[src/rtl/exc_pkg.sv]
`timescale 1ns/1ps
package exc_pkg;
  localparam int XLEN      = 32;
  localparam int RIDX_W    = 5;
  localparam int ESS_W     = 7;
  localparam int CAUSE_W   = 5;

  typedef enum logic [1:0] {
    EV_MMU = 2'd0,
    EV_HWE = 2'd1,
    EV_BRK = 2'd2,
    EV_IRQ = 2'd3
  } ev_kind_e;

  // status word bit positions; each saved mode bit sits one above its live bit
  localparam int ST_IE  = 0;
  localparam int ST_BIP = 2;
  localparam int ST_EIP = 4;
  localparam int ST_UM  = 8;
  localparam int ST_VM  = 10;
  localparam int N_MODE = 2;

  // cause word layout
  localparam int CW_ESS_LSB = 5;
  localparam int CW_STORE   = 10;
  localparam int CW_DS      = 12;
  localparam logic [CAUSE_W-1:0] CODE_MISALIGN = 5'd1;
  localparam logic [CAUSE_W-1:0] CODE_XLAT     = 5'd16;

  localparam logic [1:0] ACC_LOAD  = 2'b00;
  localparam logic [1:0] ACC_STORE = 2'b01;
  localparam logic [1:0] ACC_FETCH = 2'b10;

  localparam logic [RIDX_W-1:0] RX_IRQ = 5'd14;
  localparam logic [RIDX_W-1:0] RX_BRK = 5'd16;
  localparam logic [RIDX_W-1:0] RX_EXC = 5'd17;
endpackage

[src/rtl/exc_arbiter.sv]
`timescale 1ns/1ps
module exc_arbiter
  import exc_pkg::*;
(
  input  logic     mmu_req,
  input  logic     hwexc_req,
  input  logic     cfg_exc_en,
  input  logic     brk_req,
  input  logic     irq_req,
  input  logic     st_ie,
  input  logic     st_bip,
  input  logic     st_eip,
  input  logic     in_dslot,
  input  logic     in_imm,
  output logic     take,
  output ev_kind_e kind
);
  logic irq_open;
  logic hwe_live;

  always_comb begin
    irq_open = irq_req & st_ie & ~st_bip & ~st_eip & ~in_dslot & ~in_imm;
    hwe_live = hwexc_req & cfg_exc_en;
    take     = 1'b1;
    kind     = EV_MMU;
    if (mmu_req)       kind = EV_MMU;
    else if (hwe_live) kind = EV_HWE;
    else if (brk_req)  kind = EV_BRK;
    else if (irq_open) kind = EV_IRQ;
    else               take = 1'b0;
  end
endmodule

[src/rtl/exc_ret_calc.sv]
`timescale 1ns/1ps
module exc_ret_calc
  import exc_pkg::*;
#(
  parameter int W       = XLEN,
  parameter int OFS_IRQ = 'h10,
  parameter int OFS_BRK = 'h18,
  parameter int OFS_EXC = 'h20
)(
  input  ev_kind_e          kind,
  input  logic [W-1:0]      base_vec,
  input  logic [W-1:0]      cur_pc,
  input  logic              in_dslot,
  input  logic              in_imm,
  input  logic              in_bimm,
  output logic [W-1:0]      vec_pc,
  output logic [RIDX_W-1:0] ret_idx,
  output logic [W-1:0]      ret_val
);
  localparam logic [W-1:0] STEP  = W'(4);
  localparam logic [W-1:0] STEP2 = W'(8);

  logic [W-1:0] xlat_ret;

  always_comb begin
    if (in_dslot)    xlat_ret = in_bimm ? cur_pc - STEP2 : cur_pc - STEP;
    else if (in_imm) xlat_ret = cur_pc - STEP;
    else             xlat_ret = cur_pc;

    unique case (kind)
      EV_MMU: begin
        vec_pc  = base_vec + W'(OFS_EXC);
        ret_idx = RX_EXC;
        ret_val = xlat_ret;
      end
      EV_HWE: begin
        vec_pc  = base_vec + W'(OFS_EXC);
        ret_idx = RX_EXC;
        ret_val = cur_pc + STEP;
      end
      EV_BRK: begin
        vec_pc  = base_vec + W'(OFS_BRK);
        ret_idx = RX_BRK;
        ret_val = cur_pc;
      end
      default: begin
        vec_pc  = base_vec + W'(OFS_IRQ);
        ret_idx = RX_IRQ;
        ret_val = cur_pc;
      end
    endcase
  end
endmodule

[src/rtl/exc_status_calc.sv]
`timescale 1ns/1ps
module exc_status_calc
  import exc_pkg::*;
#(
  parameter int W = XLEN
)(
  input  ev_kind_e         kind,
  input  logic [W-1:0]     msr_in,
  input  logic             in_dslot,
  input  logic             ess_valid,
  input  logic [ESS_W-1:0] ess_bits,
  input  logic             mmu_miss,
  input  logic [1:0]       acc_kind,
  output logic [W-1:0]     msr_nxt,
  output logic [W-1:0]     cause_nxt,
  output logic             exc_wr,
  output logic             btr_wr
);
  localparam int MODE_POS [N_MODE] = '{ST_UM, ST_VM};

  always_comb begin
    msr_nxt = msr_in;
    unique case (kind)
      EV_IRQ:  msr_nxt[ST_IE]  = 1'b0;
      EV_BRK:  msr_nxt[ST_BIP] = 1'b1;
      default: msr_nxt[ST_EIP] = 1'b1;
    endcase
    for (int i = 0; i < N_MODE; i++) begin
      msr_nxt[MODE_POS[i]+1] = msr_in[MODE_POS[i]];
      msr_nxt[MODE_POS[i]]   = 1'b0;
    end
  end

  always_comb begin
    cause_nxt         = '0;
    cause_nxt[CW_DS]  = in_dslot;
    exc_wr            = 1'b0;
    if (kind == EV_MMU) begin
      exc_wr                  = 1'b1;
      cause_nxt[CAUSE_W-1:0]  = CODE_XLAT | {3'b000, mmu_miss, (acc_kind == ACC_FETCH)};
      cause_nxt[CW_STORE]     = (acc_kind == ACC_STORE);
    end else if (kind == EV_HWE) begin
      exc_wr                  = 1'b1;
      cause_nxt[CAUSE_W-1:0]  = CODE_MISALIGN;
      if (ess_valid) cause_nxt[CW_ESS_LSB +: ESS_W] = ess_bits;
    end
    btr_wr = exc_wr & in_dslot;
  end
endmodule

[src/rtl/exc_entry_ctrl.sv]
`timescale 1ns/1ps
module exc_entry_ctrl
  import exc_pkg::*;
#(
  parameter int W       = XLEN,
  parameter int OFS_IRQ = 'h10,
  parameter int OFS_BRK = 'h18,
  parameter int OFS_EXC = 'h20
)(
  input  logic              clk,
  input  logic              rst_n,
  input  logic [W-1:0]      base_vec,
  input  logic [W-1:0]      cur_pc,
  input  logic [W-1:0]      br_target,
  input  logic [W-1:0]      fault_addr,
  input  logic              in_dslot,
  input  logic              in_imm,
  input  logic              in_bimm,
  input  logic [W-1:0]      msr_in,
  input  logic              cfg_exc_en,
  input  logic              hwexc_req,
  input  logic              ess_valid,
  input  logic [ESS_W-1:0]  ess_bits,
  input  logic              mmu_req,
  input  logic              mmu_miss,
  input  logic [1:0]        acc_kind,
  input  logic              brk_req,
  input  logic              irq_req,
  output logic              take,
  output logic [1:0]        take_kind,
  output logic [W-1:0]      new_pc,
  output logic [RIDX_W-1:0] rf_idx,
  output logic [W-1:0]      rf_data,
  output logic [W-1:0]      msr_out,
  output logic              esr_we,
  output logic [W-1:0]      esr_out,
  output logic              ear_we,
  output logic [W-1:0]      ear_out,
  output logic              btr_we,
  output logic [W-1:0]      btr_out,
  output logic              iflags_clr,
  output logic              resv_clr
);
  // reset: asserted asynchronously, released through two flops
  logic [1:0] rst_pipe_q;
  logic       rst_sync_n;

  always_ff @(posedge clk or negedge rst_n) begin
    if (!rst_n) rst_pipe_q <= 2'b00;
    else        rst_pipe_q <= {rst_pipe_q[0], 1'b1};
  end
  assign rst_sync_n = rst_pipe_q[1];

  // next-state logic
  logic              take_d;
  ev_kind_e          kind_d;
  logic [W-1:0]      vec_d, ret_d, msr_d, cause_d;
  logic [RIDX_W-1:0] idx_d;
  logic              exc_wr_d, btr_wr_d;

  exc_arbiter u_arb (
    .mmu_req    (mmu_req),
    .hwexc_req  (hwexc_req),
    .cfg_exc_en (cfg_exc_en),
    .brk_req    (brk_req),
    .irq_req    (irq_req),
    .st_ie      (msr_in[ST_IE]),
    .st_bip     (msr_in[ST_BIP]),
    .st_eip     (msr_in[ST_EIP]),
    .in_dslot   (in_dslot),
    .in_imm     (in_imm),
    .take       (take_d),
    .kind       (kind_d)
  );

  exc_ret_calc #(.W(W), .OFS_IRQ(OFS_IRQ), .OFS_BRK(OFS_BRK), .OFS_EXC(OFS_EXC)) u_ret (
    .kind     (kind_d),
    .base_vec (base_vec),
    .cur_pc   (cur_pc),
    .in_dslot (in_dslot),
    .in_imm   (in_imm),
    .in_bimm  (in_bimm),
    .vec_pc   (vec_d),
    .ret_idx  (idx_d),
    .ret_val  (ret_d)
  );

  exc_status_calc #(.W(W)) u_st (
    .kind      (kind_d),
    .msr_in    (msr_in),
    .in_dslot  (in_dslot),
    .ess_valid (ess_valid),
    .ess_bits  (ess_bits),
    .mmu_miss  (mmu_miss),
    .acc_kind  (acc_kind),
    .msr_nxt   (msr_d),
    .cause_nxt (cause_d),
    .exc_wr    (exc_wr_d),
    .btr_wr    (btr_wr_d)
  );

  // registers; payload loads only on a take
  logic              take_q;
  ev_kind_e          kind_q;
  logic [W-1:0]      vec_q, ret_q, msr_q, cause_q, ear_q, btr_q;
  logic [RIDX_W-1:0] idx_q;
  logic              exc_wr_q, btr_wr_q;

  always_ff @(posedge clk or negedge rst_sync_n) begin
    if (!rst_sync_n) begin
      take_q   <= 1'b0;
      kind_q   <= EV_MMU;
      vec_q    <= '0;
      ret_q    <= '0;
      msr_q    <= '0;
      cause_q  <= '0;
      ear_q    <= '0;
      btr_q    <= '0;
      idx_q    <= '0;
      exc_wr_q <= 1'b0;
      btr_wr_q <= 1'b0;
    end else begin
      take_q <= take_d;
      if (take_d) begin
        kind_q   <= kind_d;
        vec_q    <= vec_d;
        ret_q    <= ret_d;
        msr_q    <= msr_d;
        cause_q  <= cause_d;
        ear_q    <= fault_addr;
        btr_q    <= br_target;
        idx_q    <= idx_d;
        exc_wr_q <= exc_wr_d;
        btr_wr_q <= btr_wr_d;
      end
    end
  end

  assign take       = take_q;
  assign take_kind  = kind_q;
  assign new_pc     = vec_q;
  assign rf_idx     = idx_q;
  assign rf_data    = ret_q;
  assign msr_out    = msr_q;
  assign esr_we     = take_q & exc_wr_q;
  assign esr_out    = cause_q;
  assign ear_we     = take_q & exc_wr_q;
  assign ear_out    = ear_q;
  assign btr_we     = take_q & btr_wr_q;
  assign btr_out    = btr_q;
  assign iflags_clr = take_q;
  assign resv_clr   = take_q;
endmodule

[config.mk]
export PLATFORM = sky130hd
export DESIGN_NAME = exc_entry_ctrl
export DESIGN_NICKNAME = d
export VERILOG_FILES = /design/src/rtl/exc_pkg.sv /design/src/rtl/exc_arbiter.sv /design/src/rtl/exc_ret_calc.sv /design/src/rtl/exc_status_calc.sv /design/src/rtl/exc_entry_ctrl.sv
export SDC_FILE = /design/constraint.sdc
export NUM_CORES = 1
export LEC_CHECK = 0
export CAP_MARGIN = 20
export CORE_UTILIZATION = 45
export DETAILED_ROUTE_END_ITERATION = 10
export MAX_ROUTING_LAYER = met4
export PLACE_DENSITY = 0.85
export SLEW_MARGIN = 20
export SYNTH_ARGS = -nofsm -noshare
export SYNTH_HDL_FRONTEND = slang
export SYNTH_SLANG_ARGS = --single-unit
[constraint.sdc]
create_clock -name clk -period 11.2 [get_ports clk]
set_clock_uncertainty 0.15 [all_clocks]
set_input_delay 3.36 -clock clk [delete_from_list [all_inputs] [get_ports clk]]
set_output_delay 3.36 -clock clk [all_outputs]
set_load 0.1 [all_outputs]
[Word level (Yosys, flattened, before mapping)]
Index checks and enable logic that the tools add are counted.
Widths: inputs -> output; s select.
Operators by class
  add/sub/neg operators: 6
  equal/unequal tests: 5
  muxes and demuxes: 25
  bitwise operators: 13
  reduce and logical (&&, ||, !) cells: 3
Operators with widths (count)
  $pmux 32 s2: 2
  $mux 32: 3
  $add 32x5->32 const B: 2
  $add 32x3->32 const B: 1
  $add 32x6->32 const B: 1
  $sub 32x3->32 const B: 1
  $sub 32x4->32 const B: 1
  $mux 12: 1
  $mux 1: 11
  $mux 5: 2
  $pmux 5 s2: 1
  $and 1x1->1: 9
  $mux 2: 4
  $mux 7: 1
  $eq 2x2->1 const B: 3
  $eq 2x1->1 const B: 2
  $not 1->1: 4
  $reduce_or 2->1: 2
  $logic_not 2->1: 1
Word-level totals
  flip-flop bits (word level): 183
  input bits: 181
  output and inout bits: 205
  word-level logic and storage cells: 64

[Depth between registers and ports, before layout]
Gate-level depths: netlist (run 1).
  depth in word-level cells: 13
  mapped depth: 10
  gate-level depth less buffers: 8

[By module]
From an unflattened synthesis (run 1), not the netlist that was laid out.
Second synthesis, totals
  cells, all modules: 863
  area, all modules: 10456.3 µm²
Modules (own cells, without submodules)
  exc_entry_ctrl: instances 1, cells each 433, area each 7648.6 µm², sequential area each 5104.9 µm²
  exc_ret_calc: instances 1, cells each 348, area each 2223.4 µm², sequential area each 0.0 µm²
  exc_status_calc: instances 1, cells each 72, area each 513.0 µm², sequential area each 0.0 µm²
  exc_arbiter: instances 1, cells each 10, area each 71.3 µm², sequential area each 0.0 µm²

[Least setup slack after synthesis (run 1)]
No wires, ideal clock.
  kind: register to output
  from: register take_q, in the netlist iflags_clr
  to: output port esr_we
  arrival: 2.258 ns
  data required time: 7.690 ns
  slack: 5.432 ns
  stages on the path, launching flop included: 3
  path buffers: 1
  path through: dfrtp_1 -> and2_1 -> buf_4
Between the ends
  cells in the longest elaborated chain, start to end: 1
RTL lines
  start: declaration: line exc_entry_ctrl.sv:103  | logic take_q;
  start signal: assignment: line exc_entry_ctrl.sv:123  | take_q <= take_d;
  $and 1x1->1
  end: declaration: line exc_entry_ctrl.sv:35  | output logic esr_we,
Every way passes these cells.

[Worst setup path after layout (run 1)]
  from: input port in_dslot
  to: register ret_q[31], in the netlist rf_data[31]
Between the ends
  cells in the longest elaborated chain, start to end: 9
  elaborated cells between the ends (all ways): 15
  those cells by class: eq/ne (1); mux (10); bitwise (3); reduce/logical (1)
RTL lines
  start: declaration: line exc_entry_ctrl.sv:16  | input logic in_dslot,
  $not 1->1: line exc_arbiter.sv:22  | irq_open = irq_req & st_ie & ~st_bip & ~st_eip & ~in_dslot & ~in_imm;
  $and 1x1->1 (2 in a row): line exc_arbiter.sv:22
  $mux 2: line exc_arbiter.sv:29  | else if (irq_open) kind = EV_IRQ;
  $mux 2: line exc_arbiter.sv:28  | else if (brk_req) kind = EV_BRK;
  $mux 2: line exc_arbiter.sv:27  | else if (hwe_live) kind = EV_HWE;
  $mux 2: line exc_arbiter.sv:26  | if (mmu_req) kind = EV_MMU;
  $eq 2x1->1 or $logic_not 2->1 (tied branches): line exc_ret_calc.sv:30  | unique case (kind)
  $pmux 32 s2: line exc_ret_calc.sv:30
  end signal: assignment: line exc_entry_ctrl.sv:127  | ret_q <= ret_d;
  end: declaration: line exc_entry_ctrl.sv:105  | logic [W-1:0] vec_q, ret_q, msr_q, cause_q, ear_q, btr_q;
Parallel ways exist; a longest one is shown, timed or not.
A chain may end at the register's enable or synchronous reset.

==> impl_metrics.ini, run 1 <==
[outcome]
status = complete, no violations

[sta]
tns_ps = 0
min_period_over_period_pct = 60.58
rsz0062_at_grt = false
relSlewSlack_pct = 27.94
setup_violations = 0
finalHoldViolCount = 0
period_minus_slack_ps = 6785
setup_ws_ps = 4415
slew_viol_final = 0
max_freq_ghz = 0.1474
worst_slew_pin_slew_ps = 1074

[critical_path]
slowest_delay_ps = 820
critPathKind = in -> reg
cp_max_fo = 87
slowest_stage = buf_4
crit_start = in_dslot
reg2reg_from = rst_pipe_q[1]
critPathRequiredTime_ps = 11370
path_cells = clkdlybuf4s50_1 -> or2_2 -> nor2_2 -> nor2_4 -> inv_4 -> buf_4 -> mux2_2
start_kind = input pin
arrival_ps = 6960
crit_path_end_kind = flip-flop

[grt]
antenna_found_initial = 1
gr-usage-all-layers_pct = 31.70
grt_start_max_net_pins = 88
first_global_vias = 9620
grt.met1_usage_pct = 39.25
grt_pass1_wl_um = 52790
grtUsageMet3_pct = 5.364
grt_overflow = 0
grtUsageMet2_pct = 51.48
grt.busiest_layer = met2

[synth]
synth_edf_count = 0
synth_cell_types = 70
synth_top_area_cell = dfrtp_1
avgSynthCellArea_um2 = 8.232
yosysSeqAreaShare_pct = 45.35
ys_ff_latch = 179
syn_area_um2 = 9878
yosys-top-cells-count = nand2_1, dfrtp_1, nor2_1, clkbuf_1, a21oi_1
synth_area_leaders = dfrtp_1, nand2_1, xor2_1, a21oi_1, nor2_1
synth_most_common_cell = nand2_1
yosysTopAreaCellShare_pct = 45.35
synth_async_sr_flop_share_pct = 100.0
synthCells = 1200
synth_ff_type = dfrtp_1
yosys_warnings = 0

[die]
initial_core_util_pct = 46.41
chipHeight_um = 150.2
row_count = 53
die_w_um = 150.2
die_area_um2 = 22550
pin_count = 386
core_region_area_um2 = 21290

[placed_design]
hpwl_um = 25630
dp_cells = 1758
place_ws_ps = 3967
gp_congestion = 0.9530
io_buffers = 360

[pwr]
power.leakage_nw = 5.965
switching_share_pct = 44.27
worst_ir_drop_vdd_v = 0.00008644
seqPwrFrac_pct = 33.4
share_comb_of_total_power_pct = 37.6
p_clk_share_pct = 29.0
p_switching_uw = 975.4
power_mw = 2.203
internal_power_mw = 1.228
p_per_area_nw_per_um2 = 156.2

[layout]
instances_no_fill = 1793
finish.utilization_pct = 66.28
drive_above_1_share_pct = 3.564
layout.nets = 1692
nFillCells = 1729
area_growth_pct = 42.84

[cts]
cts_root_buf = clkbuf_16
clk_latency_ps = 440
cts_resized = 0
ctsHoldBuffers = 0
cts_tree = done
htreeDepth = 4
clock_sinks = 179
path_clk_slew_ps = 80
cts_made_buffers = 17
post_cts_buffers = 0
cts_buffer_depth = 2

[routing]
wl_um = 35600
antenna_left = 0
vias = 10290
wl_per_cell_um = 19.85
drc = 0
drtIter0Drc = 1035
firstDrtPassIters = 8
via_per_inst = 5.736

[hold_path]
hold_class = reg -> async

[run]
cap_viol_max_count = 0
==> cells by family after synthesis <==
kind of cell    share of synthesized area, %
simple gates                           28.06
compound gates                         14.09
flops                                  45.35
buf+inv                                6.004
xor+xnor                               4.876
fa+ha+maj                              1.140
mux                                   0.4180
other cells                          0.07603
==> metal layers <==
| layer | part of all wire [%] | routed length (um) |
|---|---|---|
| met1 | 38 | 13620 |
| met2 | 49 | 17550 |
| met3 | 9.3 | 3315 |
| met4 | 3.1 | 1102 |
| met5 | 0 | 0 |
==> layout make-up <==
type | instances | area, um2 | share of cell area (%)
clock buffers | 17 | 425.4 | 3.015
inverters | 15 | 58.81 | 0.4168
multi-input cells | 919 | 4896 | 34.70
well taps | 275 | 344.1 | 2.439
flip-flops and latches | 179 | 4483 | 31.77
diodes | 3 | 7.507 | 0.05321
clock inverters | 15 | 209.0 | 1.481
repair buffers | 370 | 3686 | 26.12
==> registers in the layout, indices dropped and copies added (netlist names) <==
signal      cells
btr_out        32
btr_wr_q        1
ear_out        32
esr_out        11
exc_wr_q        1
iflags_clr      1
msr_out        30
new_pc         32
rf_data        32
rf_idx          3
rst_pipe_q      2
take_kind       2
==> through the flow <==
stage / instance area, um2 / hold WS, ps
detailed placement: 13460 / 42.06
finish: 14110 / 41.78
floorplan: 9961 / 181.2
global placement: 13460 / 39.43
global route: 14100 / 59.23
CTS: 14090 / 42.31
==> cells in the final DEF (no fill, tap or decap), drive strengths merged, types with 5 or more instances in the layout <==
cell type      synthesis  routed
a21oi                 49      49
a22o                  11      11
a22oi                 11      11
a31oi                 17      17
and2                   9       9
and3                  15      15
and4                   7       7
buf                   50      10
clkbuf                59      17
clkdlybuf4s50          0     360
clkinv                 0       9
conb                   2      24
dfrtp                179     179
ha                     9       9
inv                   15      20
nand2                380     380
nand3                 26      26
nand4                 33      33
nor2                  63      63
nor3                  26      26
nor4                  25      25
o2111ai                5       5
o211ai                 7       7
o21ai                 44      44
o221ai                 7       7
o22a                   5       5
o22ai                 13      13
or3                    8       8
or4                    6       6
xnor2                 25      25
xor2                  30      30
==> path summary, 6_finish.rpt <==
check                      depth (start not counted)             to  slack, ps
setup / recovery                                   7    rf_data[31]       4410
min in group clk                                   0  rst_pipe_q[1]        210
max in group asynchronous                          1  rst_pipe_q[1]       7840
hold reg to reg                                    0    msr_out[20]         40
hold / removal                                     0    msr_out[20]         40
setup reg to reg                                   1      rf_idx[4]       9820
==> critical path, delay by kind of cell <==
kind / cells / cell delay (ps)
buffers and inverters: 3 / 1980
AND/OR/NAND/NOR: 3 / 1180
multiplexers: 1 / 410
==> power by group through the flow <==
stage	logic, mW	clock network [mW]	registers (mW)
finish	0.828	0.639	0.736
detailed placement	0.826	0	0.748
global placement	0.819	0	0.746
CTS	0.828	0.649	0.736
global route	0.856	0.676	0.743
floorplan	0.176	0	1.16
Power figures use the tool's default switching activity.
==> run 2: changes to the inputs <==
--- a/config.mk
+++ b/config.mk
@@ -6,10 +6,10 @@
 export NUM_CORES = 1
 export LEC_CHECK = 0
 export CAP_MARGIN = 20
-export CORE_UTILIZATION = 45
+export CORE_UTILIZATION = 40
 export DETAILED_ROUTE_END_ITERATION = 10
 export MAX_ROUTING_LAYER = met4
-export PLACE_DENSITY = 0.85
+export PLACE_DENSITY = 0.8
 export SLEW_MARGIN = 20
 export SYNTH_ARGS = -nofsm -noshare
 export SYNTH_HDL_FRONTEND = slang
==> constraint.sdc (replaced) <==
create_clock -name clk -period 5.9 [get_ports clk]
set_clock_uncertainty 0.15 [all_clocks]
set_input_delay 1.77 -clock clk [delete_from_list [all_inputs] [get_ports clk]]
set_output_delay 1.77 -clock clk [all_outputs]
set_load 0.1 [all_outputs]
==> run 2 against run 1 <==
Final cell count rose by 2.9%. Non-clock buffer count rose by 5. Global-route usage is 3.2 points lower. Via count fell by 1.3%. Sequential power is 90% higher. Critical path depth increased by 2. Highest routed layer unchanged. Register-to-register slack got worse by 5500 ps. Routed wire length shrank 1.7%. First-iteration DRC count decreased by 10%. Total power is 91% higher. Worst setup slack worse by 2900 ps. Hold slack improved by 58 ps.
==> impl_metrics.ini, run 2 (synthesis results as in run 1) <==
[outcome]
status = complete, no violations

[cts]
cts_buffer_depth = 2
htreeDepth = 4
cts_root_buf = clkbuf_16
cts_made_buffers = 17
cts_resized = 0
path_clk_slew_ps = 90
cts_tree = done
clk_latency_ps = 430
post_cts_buffers = 0
clock_sinks = 179
ctsHoldBuffers = 0

[die]
die_w_um = 159.2
initial_core_util_pct = 40.74
core_region_area_um2 = 24250
pin_count = 386
chipHeight_um = 159.2
row_count = 57
die_area_um2 = 25330

[sta]
worst_slew_pin_slew_ps = 1125
slew_viol_final = 0
min_period_over_period_pct = 74.61
hold_ws_ps = 99.87
max_freq_ghz = 0.2272
rsz0062_at_grt = false
period_minus_slack_ps = 4402
setup_ws_ps = 1498
relSlewSlack_pct = 24.97
finalHoldViolCount = 0
tns_ps = 0
setup_violations = 0

[critical_path]
path_delay_family = compound AO/OA/AOI/OAI gates
reg2regPathDepth = 2
crit_start = base_vec[4]
arrival_ps = 4550
cp_max_fo = 8
path_cells = clkdlybuf4s50_1 -> inv_1 -> ha_1 -> a21oi_1 -> nor2_1 -> a22oi_1 -> o21ai_0 -> a311oi_1 -> nor3_1
slowest_delay_ps = 660
critPathRequiredTime_ps = 6050
start_kind = input pin
slowest_stage = clkdlybuf4s50_1
r2r-end = exc_wr_q
critPathKind = in -> reg
crit_path_end_kind = flip-flop
reg2reg_from = rst_pipe_q[1]
ff2ff_setup_slack_ps = 4280
crit_buf_inv = 2

[placed_design]
dp_cells = 1811
hpwl_um = 25560
gp_congestion = 0.9302
io_buffers = 360
place_ws_ps = 1122

[run]
cap_viol_max_count = 0

[pwr]
seqPwrFrac_pct = 33.3
share_comb_of_total_power_pct = 37.4
internal_power_mw = 2.346
switching_share_pct = 44.21
worst_ir_drop_vdd_v = 0.0002159
power.leakage_nw = 6.016
p_clk_share_pct = 29.3
p_per_area_nw_per_um2 = 294.7
p_switching_mw = 1.859

[hold_path]
hold_class = reg -> async

[layout]
instances_no_fill = 1845
multi_input_area_um2 = 4896
drive_above_1_share_pct = 3.882
nFillCells = 2129
layout.nets = 1697
finish.utilization_pct = 58.86
final_common_cell = nand2_1
area_growth_pct = 44.48
regArea_um2 = 4483
final_cell_mix = nand2_1, clkdlybuf4s50_1, dfrtp_1

[grt]
antenna_found_initial = 1
gr-usage-all-layers_pct = 28.52
grt_start_max_net_pins = 159
grt_pass1_wl_um = 55040
first_global_vias = 9865
grt_overflow = 0

[routing]
drc = 0
via_per_inst = 5.501
drtIter0Drc = 929
wl_per_cell_um = 18.97
antenna_left = 0
vias = 10150
wl_um = 35010
firstDrtPassIters = 6
[run 2: cell count changes in the layout (fill, tap and decap cells not counted), sizes merged]
cell and delta:
clkinv -1, buf +5, diode -2, inv +1
[run 2: power groups by stage]
stage / Clock, mW / Sequential [mW] / Combinational, mW
floorplan: 0 / 2.20 / 0.333
global placement: 0 / 1.43 / 1.55
detailed placement: 0 / 1.43 / 1.56
CTS: 1.26 / 1.41 / 1.57
global route: 1.31 / 1.41 / 1.63
finish: 1.23 / 1.40 / 1.57
[run 2: worst max-delay path by stage]
stage	slack [ps]	end	cells past startpoint
floorplan	390	btr_out[0]	0
CTS	1580	rf_data[31]	7
detailed placement	1120	rf_data[31]	7
finish	1500	new_pc[16]	9
global route	1340	new_pc[16]	9
global placement	1160	rf_data[31]	7
[run 2: layout make-up]
type                    count  share of cell area, %
inverters                  15                 0.4120
clock inverters            15                  1.596
well taps                 324                  2.840
repair buffers            375                  26.44
multi-input cells         919                  34.30
flip-flops and latches    179                  31.41
clock buffers              17                  2.981
diodes                      1                0.01753
[run 2: metrics by stage]
step	area, um2	power, mW
floorplan	9961	2.535
global placement	13590	2.976
detailed placement	13590	2.991
CTS	14240	4.232
global route	14270	4.352
finish	14270	4.206
[run 2: metal layers]
metal	vias to the layer above	track usage (%)	routed length, um
met4	0	12.85	1514
met2	493	44.16	16290
li1	4717	-	-
met5	-	-	0
met1	4851	36.52	14670
met3	88	5.053	2535
